**config.mk**
```make
export PLATFORM = sky130hd
export DESIGN_NAME = fp_addsub_norm
export DESIGN_NICKNAME = d
export VERILOG_FILES = /design/src/rtl/fp_addsub_norm.sv
export SDC_FILE = /design/constraint.sdc
export NUM_CORES = 1
export LEC_CHECK = 0
export BUFFER_PORTS_ARGS = -buffer_cell sky130_fd_sc_hd__buf_2
export CAP_MARGIN = 5
export CORE_UTILIZATION = 53
export DETAILED_ROUTE_END_ITERATION = 8
export PLACE_DENSITY = 0.81
export SETUP_SLACK_MARGIN = 0.2
export SLEW_MARGIN = 20
export SYNTH_ARGS = -nofsm -noshare
export SYNTH_HDL_FRONTEND = slang
export SYNTH_SLANG_ARGS = --single-unit
```
**constraint.sdc**
```tcl
create_clock -name clk -period 5.2 [get_ports clk]
set_input_delay 0.52 -clock clk [delete_from_list [all_inputs] [get_ports clk]]
set_output_delay 0.52 -clock clk [all_outputs]
set_load 0.01 [all_outputs]
```
**src/rtl/fp_addsub_norm.sv**
```systemverilog
module fp_addsub_norm #(
  parameter int EW = 6,
  parameter int MW = 8
) (
  input  logic          clk,
  input  logic          rst_n,
  input  logic          start,
  input  logic          sub,
  input  logic          a_sign,
  input  logic [EW-1:0] a_exp,
  input  logic [MW-1:0] a_man,
  input  logic          b_sign,
  input  logic [EW-1:0] b_exp,
  input  logic [MW-1:0] b_man,
  output logic          r_sign,
  output logic [EW-1:0] r_exp,
  output logic [MW-1:0] r_man,
  output logic          ovf,
  output logic          unf,
  output logic          done
);

  localparam logic signed [EW-1:0] EMAX_E = {1'b0, {(EW-1){1'b1}}};
  localparam logic signed [EW-1:0] EMIN_E = {1'b1, {(EW-1){1'b0}}};

  typedef enum logic {IDLE, NORM} st_t;
  st_t st;

  logic signed [EW-1:0] ea, eb, ex;
  logic signed [EW:0]   dexp;
  logic [EW:0]          dmag;
  logic                 a_big, bs, sx, sy, same, x_ge_y;
  logic [MW-1:0]        mx, my_raw, my, acc;
  logic [MW:0]          sum;
  logic                 cy, sg;

  assign ea     = $signed(a_exp);
  assign eb     = $signed(b_exp);
  assign bs     = b_sign ^ sub;
  assign a_big  = ea >= eb;
  assign dexp   = {ea[EW-1], ea} - {eb[EW-1], eb};
  assign dmag   = a_big ? dexp : -dexp;
  assign mx     = a_big ? a_man : b_man;
  assign my_raw = a_big ? b_man : a_man;
  assign sx     = a_big ? a_sign : bs;
  assign sy     = a_big ? bs : a_sign;
  assign my     = (dmag >= (EW+1)'(MW)) ? '0 : (my_raw >> dmag);
  assign same   = sx == sy;
  assign x_ge_y = mx >= my;

  always_comb begin
    if (same)        sum = {1'b0, mx} + {1'b0, my};
    else if (x_ge_y) sum = {1'b0, mx - my};
    else             sum = {1'b0, my - mx};
  end

  always_ff @(posedge clk or negedge rst_n) begin
    if (!rst_n) begin
      st   <= IDLE;
      acc  <= '0;
      cy   <= 1'b0;
      ex   <= '0;
      sg   <= 1'b0;
      ovf  <= 1'b0;
      unf  <= 1'b0;
      done <= 1'b0;
    end else begin
      done <= 1'b0;
      case (st)
        IDLE: if (start) begin
          acc <= sum[MW-1:0];
          cy  <= sum[MW];
          ex  <= a_big ? ea : eb;
          sg  <= (same || x_ge_y) ? sx : sy;
          ovf <= 1'b0;
          unf <= 1'b0;
          st  <= NORM;
        end
        NORM: begin
          if (cy) begin
            if (ex == EMAX_E) begin
              ovf <= 1'b1;
            end else begin
              acc <= {1'b1, acc[MW-1:1]};
              cy  <= 1'b0;
              ex  <= ex + 1'b1;
            end
            done <= 1'b1;
            st   <= IDLE;
          end else if (acc[MW-1]) begin
            done <= 1'b1;
            st   <= IDLE;
          end else if (acc == '0) begin
            ex   <= '0;
            sg   <= 1'b0;
            done <= 1'b1;
            st   <= IDLE;
          end else if (ex > EMIN_E) begin
            acc <= acc << 1;
            ex  <= ex - 1'b1;
          end else begin
            unf  <= 1'b1;
            done <= 1'b1;
            st   <= IDLE;
          end
        end
        default: st <= IDLE;
      endcase
    end
  end

  assign r_sign = sg;
  assign r_exp  = ex;
  assign r_man  = acc;

  assert_done_pulse_R10: assert property (@(posedge clk) disable iff (!rst_n)
    done |=> !done);

  assert_ovf_at_max_R9: assert property (@(posedge clk) disable iff (!rst_n)
    $rose(ovf) |-> done && (r_exp == EMAX_E));

  assert_normalized_R5: assert property (@(posedge clk) disable iff (!rst_n)
    (done && !ovf && !unf && r_man != '0) |-> r_man[MW-1]);

  assert_zero_clean_R6: assert property (@(posedge clk) disable iff (!rst_n)
    (done && !ovf && r_man == '0) |-> (r_exp == '0) && !r_sign);

  assert_unf_at_min_R8: assert property (@(posedge clk) disable iff (!rst_n)
    $rose(unf) |-> done && (r_exp == EMIN_E) && !r_man[MW-1]);

endmodule

```
# [Word-level counts from Yosys, hierarchy flattened]
# Cells that the tools add are included.
[word_totals] ff_bits=20 mem_bits_rw=0 latchBits=0 output_inout_bits=18 wordCells=99 rom_bits=0 input_bits=34 memories=0
[op_classes] shifts=1 n_div=0 eq_ne=15 n_reduce_logical=8 mux=53 bitwise_logic=2 magnitude_cmp=4 add_sub_neg=7 mul=0
[op_table] cell="$mux 8" n=10
[op_table] cell="$mux 6" n=7
[op_table] cell="$mux 1" n=27
[op_table] cell="$pmux 8 s2" n=1
[op_table] cell="$sub 8x8->8" n=2
[op_table] cell="$pmux 6 s2" n=1
[op_table] cell="$ne 2x2->1 const B" n=5
[op_table] cell="$pmux 1 s2" n=5
[op_table] cell="$reduce_and 5->1" n=2
[op_table] cell="$add 8x8->9" n=1
[op_table] cell="$mux 9" n=1
[op_table] cell="$ge 8x8->1" n=1
[op_table] cell="$logic_not 8->1" n=1
[op_table] cell="$reduce_and 4->1" n=2
[op_table] cell="$shr 8x7->8" n=1
[op_table] cell="$ge 7x4->1 const B" n=1
[op_table] cell="$mux 7" n=1
[op_table] cell="$neg 7->7" n=1
[op_table] cell="$sub 6x6->7" n=1
[op_table] cell="$add 6x1->6 const B" n=1
[op_table] cell="$eq 6x6->1 const B" n=1
[op_table] cell="$ge 6x6->1" n=1
[op_table] cell="$gt 6x6->1 const B" n=1
[op_table] cell="$ne 2x1->1 const B" n=3
[op_table] cell="11 further kinds" n=12

# [Logic depth before layout (Yosys ltp)]
# Gate-level depths: netlist (run 1).
[depth] depth_word=10 mapped_depth=20 depth_no_buf=19

# [Least setup slack after synthesis (run 1)]
# No wires, ideal clock.
[synth_path] kind="in2reg" start="in b_exp[5]" end="reg acc[3] (netlist: r_man[3])" path_slack_ns=0.276 t_arrival_ns=4.834 stages=16 setup_time_ns=0.090 n_path_buf=0 required_ns=5.110 cell_sequence="inv_1 -> ha_1 -> or3b_4 -> o21a_1 -> o31a_1 -> or3_4 -> xor2_4 -> mux2i_1 -> a211oi_1 -> fa_1 -> o21ai_1 -> o41ai_4 -> nand2_1 -> o311ai_0 -> mux2_2 -> o221ai_1"
[synth_via] elab_chain_len=10 elab_cells_between_ends=20 classes_between="add/sub: 5; order compare: 3; eq/ne: 1; shift: 1; mux: 10"
[synth_rtl] item="start, declared" line="13" text="input logic [EW-1:0] b_exp,"
[synth_rtl] item="$sub 6x6->7" line="41" text="assign dexp = {ea[EW-1], ea} - {eb[EW-1], eb};"
[synth_rtl] item="$neg 7->7" line="42" text="assign dmag = a_big ? dexp : -dexp;"
[synth_rtl] item="$mux 7" line="42"
[synth_rtl] item="$ge 7x4->1 / $shr 8x7->8 (equally long branches)" line="47" text="assign my = (dmag >= (EW+1)'(MW)) ? '0 : (my_raw >> dmag);"
[synth_rtl] item="$mux 8" line="47"
[synth_rtl] item="$sub 8x8->8, or another cell as far along" line="54" text="else sum = {1'b0, my - mx};"
[synth_rtl] item="$mux 8" line="53" text="else if (x_ge_y) sum = {1'b0, mx - my};"
[synth_rtl] item="$mux 9 (*)" line="52" text="if (same) sum = {1'b0, mx} + {1'b0, my};"
[synth_rtl] item="$mux 8 (*)" line="70" text="IDLE: if (start) begin"
[synth_rtl] item="$pmux 8 s2 (*)" line="69" text="case (st)"
[synth_rtl] item="end signal, assigned" line="71" text="acc <= sum[MW-1:0];"
[synth_rtl] item="end signal, assigned" line="84" text="acc <= {1'b1, acc[MW-1:1]};"
[synth_rtl] item="end signal, assigned" line="99" text="acc <= acc << 1;"
[synth_rtl] item="end, declared" line="33" text="logic [MW-1:0] mx, my_raw, my, acc;"
# Every way passes the cells marked *; elsewhere a longest branch is shown, timed or not. The select of a mux whose other input is x is not followed.
# A chain may end at the register's enable or synchronous reset.

# [Worst setup path after layout (run 1)]
[layout_path] start="in b_exp[5]" end="reg acc[6] (netlist: r_man[6])"
# Same word-level chain as after synthesis.

==> reports/metrics.csv, run 1 <==
metric;value;unit
Ports;52;
Sw Ratio;49.3;%
MaxCap Viol Count;0;
max-slew violations;0;
vias in the first global route;3510;
ant diodes;0;
RSZ-0062 raised after global routing;yes;
Power per Cell Area;375;nW/um^2
RePlAce Congestion;0.943;
Detailed Routing Iterations Pass 1;7;
Post-Place Worst Slack;0.0110;ns
CP Capture Type;register;
reg2reg end;r_man[6];
Post-synth EDFFs;0;
max_slew headroom;35.1;%
cells after synthesis;482;
Final Cell Area;4330;sq um
post-synthesis adder-cell area fraction;13.7;%
total core area;6760;sq um
H-tree levels;1;
# clock sinks;20;
post-synthesis cell type count;75;
Synth Cell Area;3690;sq um
Initial Utilization;54.7;%
utilization after layout;64.1;%
r2r startpoint;st;
worst min path class;input pin to async pin;
Port-buffer cells;51;
Period minus WS final;4.86;ns
mux cell area share after synthesis;9.04;%
most frequent cells in the layout;54 x nand2_1, 51 x buf_2, 38 x buf_4, 34 x ha_1;
sequential fraction of design power;22.1;%
VDD IR max;173;uV
global-route wire length before repair;16300;um
Pint;825;uW
sequential share of the synthesized area;13.6;%
Worst Reg-to-Reg Cells;7;
layout net count;624;
top-area cell type share of the netlist area;13.6;%
switching pwr;801;uW
fraction of layout cells with a size suffix above 1;23.4;%
TritonCTS Buffers;3;
combinational power share;68.2;%
die width;85.5;um
fraction of registers with async set/reset;100;%
leakage power;0.00199;uW
die height;85.5;um
ranking of synthesized cells by area;dfrtp_1 14%, ha_1 12%, nand2_1 5.5%;
post-synth top area cell;dfrtp_1;
full die area;7310;sq um
worst skew pair latency;0.26;ns
vias per inst;6.23;
DRC violations left;0;
Final HPWL DP;8060;um
Synth Area in Simple Gates;23.5;%
final period utilization;93.4;%
Critical Path End;r_man[6];
ys flop type;dfrtp_1;
Compound-Gate Fraction of Synth Area;29.3;%
Crit Path Max Fanout;11;
crit path kind;input pin to register;
initial DRC count;268;
Worst EP arrival;5.00;ns
syn nets;554;
clk_skew;0.00449;ns
Post-CTS Hold Fix Bufs;0;
fill cell count;581;
commonest non-fill, non-tap cell in the layout;nand2_1;
outcome;completed;
Final ANT Viol Nets;0;
crit path from;b_exp[5];
final WL;10000;um
critical path data required time;5.34;ns
Avg WL per Cell;15.8;um
clock share of power;9.7;%
worst reg-to-reg setup slack;2.20;ns
Layout Area Growth over Synthesis;17.3;%
vias;3929;
CTS tree;yes;
DP Area;4190;sq um
Rows;30;
Total GRT Usage;27.2;%
Final Hold Viols;0;
largest net degree at the start of global routing;33;
syn_area_per_cell;7.66;sq um
setup TNS;0;ns
Post-Synth XOR/XNOR Area;4.95;%
Worst Max-Slew Pin Slew;0.974;ns
final setup fails;0;
#FFs+latches synth;20;
Clock transition at path regs;0.08;ns
Max Fclk;206;MHz
Overflow after GRT;0;
Synth warnings;0;
initial antenna violation count;0;
Startpoint Class;input pin;
largest family of logic cells by synthesized area;compound AO/OA/AOI/OAI gates;
Max Root-Sink Buffers;2;
final setup margin;0.344;ns
clk root buf;clkbuf_8;
[cell type report]
cell class / count / area, sq um / share of cell area (%)
clock inverters: 1 / 30.0 / 0.693
clock buffers: 3 / 41.3 / 0.953
well taps: 80 / 100 / 2.31
repair buffers: 89 / 541 / 12.5
flip-flops and latches: 20 / 500 / 11.6
multi-input cells: 407 / 3000 / 69.3
inverters: 31 / 116 / 2.69
[logic make-up after synthesis]
kind of cell    after synthesis
simple gates                170
compound gates              154
fa+ha+maj                    38
xor+xnor                     17
flops                        20
mux                          28
buf+inv                      55
[flip-flops by register name, indices dropped and copies added (netlist names)]
name    cells
cy          1
done        1
r_sign      1
st          1
unf         1
ovf         1
r_man       8
r_exp       6
[routing by layer]
metal  GRT usage [%]  up-vias  wire, um
met5               0        -         0
met4            6.67        0       133
met3            3.70       12       716
met2            45.3      166      4720
met1            37.2     1834      4430
li1                -     1917         -
[critical path: stages]
cell,delay (ns)
buf_2,0.08
inv_1,0.04
ha_1,0.31
or3b_4,0.43
o21a_1,0.23
o31ai_4,0.09
buf_4,0.25
a21o_1,0.17
and2_1,0.21
mux2_2,0.36
a22o_1,0.23
ha_1,0.22
fa_1,0.41
o21ai_2,0.25
o41a_1,0.24
buf_4,0.17
nor2_1,0.06
a211oi_1,0.26
mux2i_1,0.11
or3_1,0.36
[metrics by stage]
step                      std cells  hold slack [ns]  power, uW
after floorplan                 482            0.224       1100
after CTS                       626            0.210       1580
final                           631            0.193       1630
after global placement          622            0.456       1380
after detailed placement        622            0.473       1420
after global routing            631            0.226       1760
[worst min path at each step]
stage,startpoint,to,slack (ns),cells past startpoint
floorplan,rst_n,cy,0.22,0
global placement,ovf,ovf,0.46,1
detailed placement,ovf,ovf,0.47,1
CTS,rst_n,st,0.21,1
global route,rst_n,r_man[2],0.23,1
finish,rst_n,st,0.19,1
[power groups by stage]
stage | Clock (uW) | Sequential, uW | Combinational (uW)
5_1_grt | 165 | 375 | 1220
4_1_cts | 159 | 357 | 1070
3_5_place_dp | 0 | 361 | 1060
2_1_floorplan | 0 | 323 | 776
6_report | 157 | 360 | 1110
3_3_place_gp | 0 | 353 | 1030
[Yosys cell counts (4+ instances only)]
cell      number
nand2_1       54
ha_1          34
a21oi_1       32
o21ai_0       32
inv_1         31
nor2_1        30
dfrtp_1       20
nand3_1       16
clkbuf_1      15
mux2i_1       15
nand2b_1      11
nor3_1        11
xnor2_1       10
a211oi_1       9
mux2_2         9
nor2b_1        8
a221oi_1       7
a22oi_1        6
a31oi_1        6
buf_2          6
o21bai_1       6
and2_1         5
nor4_1         5
o211ai_1       5
o21a_1         5
or2_2          5
or3_1          5
and3_1         4
fa_1           4
o311ai_0       4
xor2_1         4
[what timing repair did]
item	CTS	global route
buffers inserted	0	5
endpoints found under the setup margin	0	7
resized for setup	0	8
Note: power is estimated with default switching activity, not from simulation.
==> run 2, diff against run 1 <==
- CORE_MARGIN: not set -> 3
- GPL_TIMING_DRIVEN: not set -> 0
==> reports/metrics.csv, run 2 (synthesis results as in run 1) <==
metric;value;unit
outcome;completed;
most frequent cells in the layout;52 x buf_2, 51 x nand2_1, 33 x buf_4, 30 x inv_1, 30 x o21ai_0;
H-tree levels;1;
# clock sinks;20;
Initial Utilization;56.2;%
Worst Max-Slew Pin Slew;0.654;ns
crit path kind;input pin to register;
Rows;29;
die height;89.5;um
clk root buf;clkbuf_8;
Total GRT Usage;25.5;%
DP Area;4070;sq um
TritonCTS Buffers;3;
Power per Cell Area;365;nW/um^2
Crit Path Max Fanout;10;
Startpoint Class;input pin;
Period minus WS final;5.13;ns
Post-CTS Hold Fix Bufs;0;
max_slew headroom;56.4;%
worst skew pair latency;0.25;ns
setup TNS;0;ns
final period utilization;98.7;%
die width;89.5;um
Final Hold Viols;0;
critical path data required time;5.34;ns
vias per inst;6.26;
fraction of layout cells with a size suffix above 1;27.3;%
Max Root-Sink Buffers;2;
final setup margin;0.0687;ns
Final HPWL DP;8370;um
Post-Place Worst Slack;-0.550;ns
worst reg-to-reg setup slack;2.61;ns
Final Cell Area;4600;sq um
leakage power;0.00205;uW
Final ANT Viol Nets;0;
total core area;6570;sq um
ant diodes;0;
Worst EP arrival;5.27;ns
Clock transition at path regs;0.07;ns
CTS tree;yes;
largest net degree at the start of global routing;21;
CP Capture Type;register;
initial DRC count;267;
final WL;11500;um
MaxCap Viol Count;0;
Avg WL per Cell;17.5;um
max reg flops;8;
DRC violations left;0;
Layout Area Growth over Synthesis;24.5;%
vias;4136;
clk_skew;0.00203;ns
fill cell count;519;
commonest non-fill, non-tap cell in the layout;buf_2;
Overflow after GRT;0;
RSZ-0062 raised after global routing;yes;
vias in the first global route;3487;
RePlAce Congestion;0.951;
Detailed Routing Iterations Pass 1;7;
Ports;52;
worst min path class;input pin to async pin;
final setup fails;0;
layout net count;642;
global-route wire length before repair;16500;um
Worst Reg-to-Reg Cells;7;
full die area;8010;sq um
max-slew violations;0;
Port-buffer cells;51;
initial antenna violation count;0;
final hold slack;0.203;ns
VDD IR max;156;uV
Max Fclk;195;MHz
[run 2: cell types whose count changed in the layout (fill, tap and decap cells not counted), moves of 3 or more]
cell / before / now
ha_1: 34 / 29
clkbuf_1: 0 / 14
ha_4: 0 / 3
buf_6: 0 / 4
buf_4: 38 / 33
nand2_1: 54 / 51
[run 2: cell type report]
type / count / area [sq um] / area share (%)
multi-input cells: 407 / 3190 / 69.5
plain buffers: 24 / 116 / 2.53
clock buffers: 3 / 41.3 / 0.898
repair buffers: 83 / 510 / 11.1
flip-flops and latches: 20 / 500 / 10.9
well taps: 93 / 116 / 2.53
inverters: 31 / 119 / 2.59
[run 2: path summary, 6_finish.rpt]
check | startpoint | end
setup / recovery | b_exp[2] | r_man[4]
hold / removal | rst_n | r_man[0]
setup reg to reg | r_man[0] | r_man[4]
hold reg to reg | ovf | ovf
max in group asynchronous | rst_n | done
min in group clk | ovf | ovf
[run 2: critical path, stage by stage]
cell,delay [ns]
buf_2,0.10
inv_1,0.08
ha_4,0.18
or2_4,0.24
o221a_4,0.27
o31a_1,0.37
or3_4,0.48
xor2_4,0.21
buf_4,0.16
a211oi_2,0.27
o21a_1,0.20
ha_1,0.23
clkbuf_4,0.19
nand2_4,0.10
o21ai_4,0.08
o41a_1,0.47
buf_4,0.17
or3_1,0.36
o211ai_1,0.13
mux2i_1,0.12
a221o_1,0.33
[run 2: routing by layer]
layer,GRT usage (%),part of all wire (%)
met5,0,0
met2,43.5,49
met3,1.84,7.2
met4,5.28,1.7
met1,35.3,42
[run 2: where the power goes]
group	internal (uW)	switching [uW]	total [uW]
clock	51.4	46.8	98.3
sequential	223	91.2	314
combinational	541	724	1270
[run 2: stage by stage]
step	util [%]	total power [uW]	std cells
6_report	70.0	1680	661
5_1_grt	70.0	1810	661
4_1_cts	64.1	1530	636
3_5_place_dp	61.9	1390	626
3_3_place_gp	61.9	1360	626
2_1_floorplan	-	1100	482
[run 2: timing repair]
item / CTS / global route
pin swaps: 3 / 21
endpoints found under the setup margin: 8 / 8
buffers inserted: 7 / 25
gates resized for setup: 8 / 50
gates cloned: 0 / 0
==> run 3, diff against run 2 <==
- GPL_TIMING_DRIVEN: 0 -> not set
- REMOVE_ABC_BUFFERS: not set -> 1
==> reports/metrics.csv, run 3 (synthesis results as in run 1) <==
metric;value;unit
clk root buf;clkbuf_8;
CTS tree;yes;
Critical Path End;r_man[4];
critical path data required time;5.34;ns
Max Fclk;206;MHz
DRC violations left;0;
outcome;completed;
die height;89.5;um
final period utilization;93.2;%
Crit Path Max Fanout;5;
Post-CTS Hold Fix Bufs;0;
ant diodes;0;
MaxCap Viol Count;0;
utilization after layout;66.8;%
vias in the first global route;3720;
Port-buffer cells;51;
TritonCTS Buffers;3;
DP Area;4230;sq um
RePlAce Congestion;0.935;
CP max-delay cell;fa_1;
cell family with most CP delay;compound AO/OA/AOI/OAI gates;
initial antenna violation count;0;
die width;89.5;um
Detailed Routing Iterations Pass 1;5;
reg2reg end;r_man[6];
largest net degree at the start of global routing;33;
Overflow after GRT;0;
CP Cell Sequence;buf_2 -> inv_1 -> ha_1 -> fa_1 -> nand2b_1 -> o2bb2ai_1 -> xnor2_1 -> mux2i_1 -> o31a_1 -> nor3_1 -> a22o_1 -> ha_1 -> fa_2 -> o21ai_4 -> o41a_1 -> buf_4 -> or3_1 -> o211ai_1 -> mux2i_1 -> a221o_1;
Startpoint Class;input pin;
VDD IR max;161;uV
Final HPWL DP;8390;um
Ports;52;
Power per Cell Area;362;nW/um^2
crit path from;a_exp[0];
most frequent cells in the layout;54 x nand2_1, 51 x buf_2, 41 x buf_4, 34 x ha_1;
RSZ-0062 raised after global routing;yes;
Final Hold Viols;0;
Worst EP arrival;4.99;ns
Layout Area Growth over Synthesis;18.8;%
global-route wire length before repair;17700;um
worst min path class;input pin to async pin;
fin cells;648;
total core area;6570;sq um
Final Cell Area;4390;sq um
max-slew violations;0;
Period minus WS final;4.85;ns
commonest non-fill, non-tap cell in the layout;nand2_1;
Worst Reg-to-Reg Cells;7;
fraction of layout cells with a size suffix above 1;24.7;%
Initial Utilization;56.2;%
leakage power;0.00201;uW
final hold slack;0.202;ns
CP Depth;20;
Avg WL per Cell;16.2;um
r2r startpoint;st;
max reg flops;8;
# clock sinks;20;
full die area;8010;sq um
crit path kind;input pin to register;
worst skew pair latency;0.26;ns
Max Root-Sink Buffers;2;
CP Capture Type;register;
layout net count;629;
final setup fails;0;
Final ANT Viol Nets;0;
final WL;10500;um
fill cell count;575;
Rows;29;
vias;4015;
Total GRT Usage;27.3;%
worst reg-to-reg setup slack;2.17;ns
total power;1590;uW
Clock transition at path regs;0.07;ns
initial DRC count;271;
max incr delay on CP;0.44;ns
crit path buf inv count;3;
vias per inst;6.20;
clk_skew;0.00402;ns
Placed Cells;636;
Worst Max-Slew Pin Slew;1.00;ns
max_slew headroom;33.3;%
H-tree levels;1;
[run 3: final cells by class]
class	instances	area, sq um	share of cell area [%]
Clock buffer	3	41.3	0.941
Timing Repair Buffer	94	594	13.5
Multi-Input combinational cell	407	3020	68.8
Sequential cell	20	500	11.4
Tap cell	93	116	2.65
Inverter	31	116	2.65
[run 3: repair_timing]
action,4_1_cts,5_1_grt
resized for setup,2,10
pin swaps,0,8
buffers inserted,0,9
endpoints found under the setup margin,1,7
[run 3: through the flow]
step | setup slack, ns | setup TNS (ns)
finish | 0.352 | 0
global route | 0.0705 | 0
CTS | 0.274 | 0
detailed placement | -0.138 | -0.157
global placement | -0.00200 | -0.00200
floorplan | 0.00513 | 0
[run 3: power by group]
part / switching [uW] / internal, uW / total [uW]
Clock: 49.7 / 51.6 / 101
Combinational: 609 / 513 / 1120
Sequential: 143 / 222 / 364
Total: 802 / 787 / 1590
[run 3: how the worst min path moves through the flow]
stage                     to  start  cells after the start
global route        r_exp[2]  rst_n                      1
detailed placement       ovf    ovf                      1
floorplan                 cy  rst_n                      0
CTS                 r_exp[2]  rst_n                      1
global placement         ovf    ovf                      1
finish              r_exp[2]  rst_n                      1
[run 3: layer usage]
metal | part of all wire, % | global-route usage [%] | up-vias
met4 | 1.5 | 6.50 | 0
met2 | 48 | 46.6 | 175
met1 | 44 | 37.5 | 1901
met5 | 0 | 0 | -
met3 | 6.8 | 1.84 | 18
li1 | - | - | 1921
